`src/rtl/sit_pkg.sv`:
```
package sit_pkg;
  // Default geometry of the interval timer
  localparam int CNT_W     = 15;
  localparam int SEL_W     = 2;
  localparam int FIRST_TAP = 5;
  localparam int TAP_STEP  = 3;
  localparam int DATA_W    = 8;
  localparam logic [DATA_W-1:0] CLR_KEY = 8'h38;

  // Counter bit that acts as interval tap for a select value
  function automatic int tap_pos(input int sel, input int first, input int step);
    return first + sel * step;
  endfunction
endpackage

```
`src/rtl/sit_wr_decode.sv`:
```
module sit_wr_decode #(
  parameter int DATA_W = sit_pkg::DATA_W,
  parameter logic [DATA_W-1:0] CLR_KEY = sit_pkg::CLR_KEY
) (
  input  logic              clk,
  input  logic              rst_n,
  input  logic              wr_stb,
  input  logic [DATA_W-1:0] wr_data,
  output logic              sw_clr,
  output logic              wdt_clr
);
  logic wdt_clr_d;

  // Counter clear acts at the same edge as the write
  always_comb begin
    sw_clr    = wr_stb && (wr_data == CLR_KEY);
    wdt_clr_d = wr_stb;
  end

  always_ff @(posedge clk or negedge rst_n) begin
    if (!rst_n) begin
      wdt_clr <= 1'b0;
    end else begin
      wdt_clr <= wdt_clr_d;
    end
  end
endmodule

```
`src/rtl/sit_counter.sv`:
```
module sit_counter #(
  parameter int CNT_W = sit_pkg::CNT_W
) (
  input  logic             clk,
  input  logic             rst_n,
  input  logic             adv,
  input  logic             clr,
  output logic [CNT_W-1:0] cnt
);
  logic [CNT_W-1:0] cnt_d;
  logic             cnt_en;

  // Clear has priority over advance
  always_comb begin
    cnt_en = clr | adv;
    cnt_d  = clr ? '0 : cnt + 1'b1;
  end

  always_ff @(posedge clk or negedge rst_n) begin
    if (!rst_n) begin
      cnt <= '0;
    end else if (cnt_en) begin
      cnt <= cnt_d;
    end
  end
endmodule

```
`src/rtl/sit_irq_gen.sv`:
```
module sit_irq_gen #(
  parameter int CNT_W     = sit_pkg::CNT_W,
  parameter int SEL_W     = sit_pkg::SEL_W,
  parameter int FIRST_TAP = sit_pkg::FIRST_TAP,
  parameter int TAP_STEP  = sit_pkg::TAP_STEP
) (
  input  logic             clk,
  input  logic             rst_n,
  input  logic [CNT_W-1:0] cnt,
  input  logic             adv,
  input  logic             clr,
  input  logic             int_en,
  input  logic [SEL_W-1:0] int_sel,
  output logic             irq
);
  localparam int NSEL = 2 ** SEL_W;

  // wrap[i]: bits up to tap i are all ones, so the next advance drops the tap
  logic [NSEL-1:0] wrap;
  logic            irq_d;

  for (genvar i = 0; i < NSEL; i++) begin : g_tap
    localparam int TAP = sit_pkg::tap_pos(i, FIRST_TAP, TAP_STEP);
    assign wrap[i] = &cnt[TAP:0];
  end

  always_comb begin
    irq_d = int_en & adv & ~clr & wrap[int_sel];
  end

  always_ff @(posedge clk or negedge rst_n) begin
    if (!rst_n) begin
      irq <= 1'b0;
    end else begin
      irq <= irq_d;
    end
  end
endmodule

```
`src/rtl/sleep_interval_timer.sv`:
```
module sleep_interval_timer #(
  parameter int CNT_W     = sit_pkg::CNT_W,
  parameter int SEL_W     = sit_pkg::SEL_W,
  parameter int FIRST_TAP = sit_pkg::FIRST_TAP,
  parameter int TAP_STEP  = sit_pkg::TAP_STEP,
  parameter int DATA_W    = sit_pkg::DATA_W,
  parameter logic [DATA_W-1:0] CLR_KEY = sit_pkg::CLR_KEY
) (
  input  logic              clk,
  input  logic              rst_n,
  input  logic              tick_i,
  input  logic              por_evt_i,
  input  logic              xres_evt_i,
  input  logic              wdr_evt_i,
  input  logic              dbg_mode_i,
  input  logic              cpu_stop_i,
  input  logic              wdclr_wr_i,
  input  logic [DATA_W-1:0] wdclr_data_i,
  input  logic              int_en_i,
  input  logic [SEL_W-1:0]  int_sel_i,
  output logic              irq_o,
  output logic              wdt_clr_o
);
  logic             run;
  logic             adv;
  logic             hw_clr;
  logic             sw_clr;
  logic             clr;
  logic [CNT_W-1:0] cnt_q;

  always_comb begin
    run    = ~(dbg_mode_i & cpu_stop_i);
    adv    = tick_i & run;
    hw_clr = por_evt_i | xres_evt_i | wdr_evt_i;
    clr    = hw_clr | sw_clr;
  end

  sit_wr_decode #(.DATA_W(DATA_W), .CLR_KEY(CLR_KEY)) u_dec (
    .clk     (clk),
    .rst_n   (rst_n),
    .wr_stb  (wdclr_wr_i),
    .wr_data (wdclr_data_i),
    .sw_clr  (sw_clr),
    .wdt_clr (wdt_clr_o)
  );

  sit_counter #(.CNT_W(CNT_W)) u_cnt (
    .clk   (clk),
    .rst_n (rst_n),
    .adv   (adv),
    .clr   (clr),
    .cnt   (cnt_q)
  );

  sit_irq_gen #(
    .CNT_W(CNT_W), .SEL_W(SEL_W), .FIRST_TAP(FIRST_TAP), .TAP_STEP(TAP_STEP)
  ) u_irq (
    .clk     (clk),
    .rst_n   (rst_n),
    .cnt     (cnt_q),
    .adv     (adv),
    .clr     (clr),
    .int_en  (int_en_i),
    .int_sel (int_sel_i),
    .irq     (irq_o)
  );
endmodule

```
`config.mk`:
```
export PLATFORM = sky130hd
export DESIGN_NAME = sleep_interval_timer
export DESIGN_NICKNAME = d
export VERILOG_FILES = /design/src/rtl/sit_pkg.sv /design/src/rtl/sit_wr_decode.sv /design/src/rtl/sit_counter.sv /design/src/rtl/sit_irq_gen.sv /design/src/rtl/sleep_interval_timer.sv
export SDC_FILE = /design/constraint.sdc
export NUM_CORES = 1
export LEC_CHECK = 0
export BUFFER_PORTS_ARGS = -buffer_cell sky130_fd_sc_hd__buf_2
export CAP_MARGIN = 20
export CORE_ASPECT_RATIO = 0.8
export CORE_MARGIN = 3
export CORE_UTILIZATION = 51
export DETAILED_ROUTE_END_ITERATION = 10
export PLACE_DENSITY = 0.81
export SYNTH_ARGS = -nofsm -noshare
export SYNTH_HDL_FRONTEND = slang
export SYNTH_SLANG_ARGS = --single-unit
```
`constraint.sdc`:
```
create_clock -name clk -period 2.15 [get_ports clk]
set_clock_uncertainty 0.15 [all_clocks]
set_input_delay 0.215 -clock clk [delete_from_list [all_inputs] [get_ports clk]]
set_output_delay 0.215 -clock clk [all_outputs]
set_load 0.005 [all_outputs]
```
==> out/summary.txt <==
RUN STATUS
--------------------------------------------------------------------------------------
Result of the run                                                            completed

PLACEMENT
--------------------------------------------------------------------------------------
Number of port buffers                                                              21
Area after detailed placement                                                1032 um^2
Global placement routability congestion                                         0.8851
Final HPWL DP                                                                  1461 um
Cells after DPL                                                                    134

SETUP PATH
--------------------------------------------------------------------------------------
Worst Path Class, Setup                                                   register to register
Kind of capture point of the worst setup path                                 register
Data required time at the worst endpoint                                       2.22 ns
Worst Setup Start Kind                                                        register
Signal arrival time at the worst endpoint                                      2.10 ns
Largest fanout on the critical path                                                  7

LOGIC SYNTHESIS
--------------------------------------------------------------------------------------
Number of unique standard cell types used by synthesis                              28
Most used flip-flop cell after synthesis                                  sky130_fd_sc_hd__dfrtp_1
Number of enable flip-flop cells after synthesis                                     0
Synth Instances                                                                     92
Synth Net Count                                                                    114
Register area share after synthesis                                             47.55%
Synthesized flop and latch total                                                    17
Post-synthesis instance area                                                894.6 um^2
Syn Area/Cell                                                               9.724 um^2
Post-synthesis async set-or-reset flop share                                    100.0%
Number of warnings printed during yosys synthesis                                    0

FLOORPLAN
--------------------------------------------------------------------------------------
Number of core rows                                                                 12
DIE AREA                                                                     2296 um^2
Die H                                                                         43.46 um
Die width                                                                     52.83 um
Core region area                                                             1516 um^2
Number of primary I/O pins                                                          22
Starting density of the core                                                    58.99%

TIMING
--------------------------------------------------------------------------------------
Minimum period implied by the final worst setup slack                         2.028 ns
Number of pins exceeding their max-slew limit in the final report                    0
Slew of the pin with the lowest slew margin                                  0.3790 ns
Max Fclk                                                                     493.0 MHz
Final hold violation count                                                           0
Sum of negative setup slack                                                       0 ns
RSZ-0062 raised after global routing                                             false
Slew Limit Headroom                                                             74.74%
Number of setup violations in the final report                                       0
Share of the cycle needed by the critical path after routing                    94.34%

GLOBAL ROUTE
--------------------------------------------------------------------------------------
Global-route congestion overflow total                                               0
Wire length of the first global-routing pass                                   2994 um
Number of global-route vias before repair                                          710
Pin count of the biggest net entering global routing                                18
Antenna violations before repair                                                     0
GRT Total Usage                                                                 17.89%

ROUTE
--------------------------------------------------------------------------------------
Iter 0 DRT Violations                                                               19
TritonRoute pass-1 iters                                                             4
Routed wire length per instance                                               13.39 um
Residual DRC                                                                         0
Average vias per placed instance                                                 5.585
Drt total wl                                                                   1901 um
Residual antenna-violating net count after detailed routing                          0
Number of vias after detailed routing                                              793

WORST HOLD PATH
--------------------------------------------------------------------------------------
Hold crit path type                                                       primary input to register

POWER AND IR DROP
--------------------------------------------------------------------------------------
Worst ir drop on vdd                                                          342.6 uV
Total leakage power                                                       0.0004392 uW
Cell Pwr Density                                                          493.1 nW/um^2

FINAL LAYOUT
--------------------------------------------------------------------------------------
Filler cells                                                                       117
Post-layout instance area                                                    1099 um^2
Fraction of layout cells with a size suffix above 1                             25.62%
Total number of nets in the final design                                           144
Final non-filler cell total                                                        142
Area Growth Syn to Fin                                                          22.80%
Number of inserted diodes                                                            0

CTS
--------------------------------------------------------------------------------------
Maximum root-to-sink buffer count                                                    2
Post-CTS resize count                                                                0
H-tree levels                                                                        1
Clock tree from TritonCTS                                                        built
Clock slew at the register clock pins of the worst setup and hold paths        0.09 ns
Worst skew pair latency                                                        0.29 ns
Hold buffers post-CTS                                                                4
Setup Buffers After CTS                                                              0
Cts bufs inserted                                                                    3
Clk Tree Root Cell                                                        sky130_fd_sc_hd__clkbuf_4
Sinks on the clock net                                                              17

JOB
--------------------------------------------------------------------------------------
Max-cap check violation count                                                        0

[metrics by stage]
stage	util [%]	setup WS, ns	total power (uW)	hold slack (ns)
final	72.44	0.1217	541.7	0.08998
after global routing	72.44	0.03793	574.6	0.09979
after CTS	72.44	0.1161	547.5	0.08699
after detailed placement	68.07	0.1359	374.8	0.006872
after global placement	68.07	0.2073	373.6	0.000007938
after floorplan	-	0.2353	342.9	-0.2306
[layout make-up]
cell class | count | area [um^2] | area share, %
clock buffers | 4 | 26.28 | 2.392
flip-flops and latches | 17 | 425.4 | 38.72
well taps | 21 | 26.28 | 2.392
multi-input cells | 70 | 447.9 | 40.77
inverters | 3 | 12.51 | 1.139
repair buffers | 27 | 160.2 | 14.58
[cell usage after synthesis (2+ instances only)]
master / n / share of area [%]
sky130_fd_sc_hd__o31ai_1: 2 / 1.7
sky130_fd_sc_hd__xnor2_1: 6 / 5.9
sky130_fd_sc_hd__xor2_1: 4 / 3.9
sky130_fd_sc_hd__nand3_1: 7 / 3.9
sky130_fd_sc_hd__o21ai_0: 2 / 1.1
sky130_fd_sc_hd__dfrtp_1: 17 / 48
sky130_fd_sc_hd__a21oi_1: 6 / 3.4
sky130_fd_sc_hd__nand2_1: 6 / 2.5
sky130_fd_sc_hd__nand3_2: 2 / 2.2
sky130_fd_sc_hd__or3_1: 2 / 1.4
sky130_fd_sc_hd__nor2_1: 11 / 4.6
sky130_fd_sc_hd__or4_1: 2 / 1.7
sky130_fd_sc_hd__inv_1: 2 / 0.84
sky130_fd_sc_hd__nor3_1: 3 / 1.7
sky130_fd_sc_hd__ha_1: 2 / 2.8
sky130_fd_sc_hd__nor4_1: 3 / 2.1
sky130_fd_sc_hd__nand4_1: 4 / 2.8
[metal layers]
layer	vias up	track usage, %	part of all wire, %
met3	0	6.186	4.3
met5	-	0	0
met1	382	21.79	46
met4	0	4.592	0
li1	393	-	-
met2	18	30.20	50
[critical path, cell delays in order (launching register included)]
cell and delay, ns:
sky130_fd_sc_hd__dfrtp_1 0.46, sky130_fd_sc_hd__nand3_2 0.12, sky130_fd_sc_hd__or4_1 0.58, sky130_fd_sc_hd__or4_1 0.49, sky130_fd_sc_hd__a21oi_1 0.16
[final timing paths]
check,slack (ns),startpoint,end,cells past startpoint
worst max-delay path,0.12,u_cnt.cnt[4],u_cnt.cnt[14],4
min in group asynchronous,0.21,rst_n,u_cnt.cnt[2],2
worst min-delay path,0.09,int_sel_i[0],u_irq.irq,3
worst max register to register,0.12,u_cnt.cnt[4],u_cnt.cnt[14],4
max in group asynchronous,1.36,rst_n,u_cnt.cnt[10],2
worst min register to register,0.41,u_cnt.cnt[9],u_cnt.cnt[9],2
[power breakdown]
group	switching (uW)	internal [uW]
Combinational	26.0	25.8
Sequential	0.970	321
Clock	95.7	72.2
[cells by family after synthesis]
family / synth area share (%)
buffers and inverters: 2.376
AO/OA/AOI/OAI: 11.75
AND/OR/NAND/NOR: 25.73
adder cells (fa/ha/maj): 2.797
XOR/XNOR: 9.790
flip-flops: 47.55
[cells in the final DEF (no fill, tap or decap), drive strengths merged]
cell         instances
a211o                1
a211oi               1
a21bo                1
a21boi               1
a21oi                6
and4                 1
buf                 23
clkbuf               4
clkinvlp             1
dfrtp               17
dlygate4sd3          4
ha                   2
inv                  2
nand2                6
nand2b               1
nand3                9
nand4                4
nor2                11
nor3                 3
nor4                 3
nor4bb               1
o21ai                2
o31ai                2
o41ai                1
or3                  2
or4                  2
xnor2                6
xor2                 4
[registers in the layout (all words and copies together) (netlist names)]
name           flops
u_cnt.cnt         15
u_irq.irq          1
u_dec.wdt_clr      1
(Power assumes the default switching activity.)
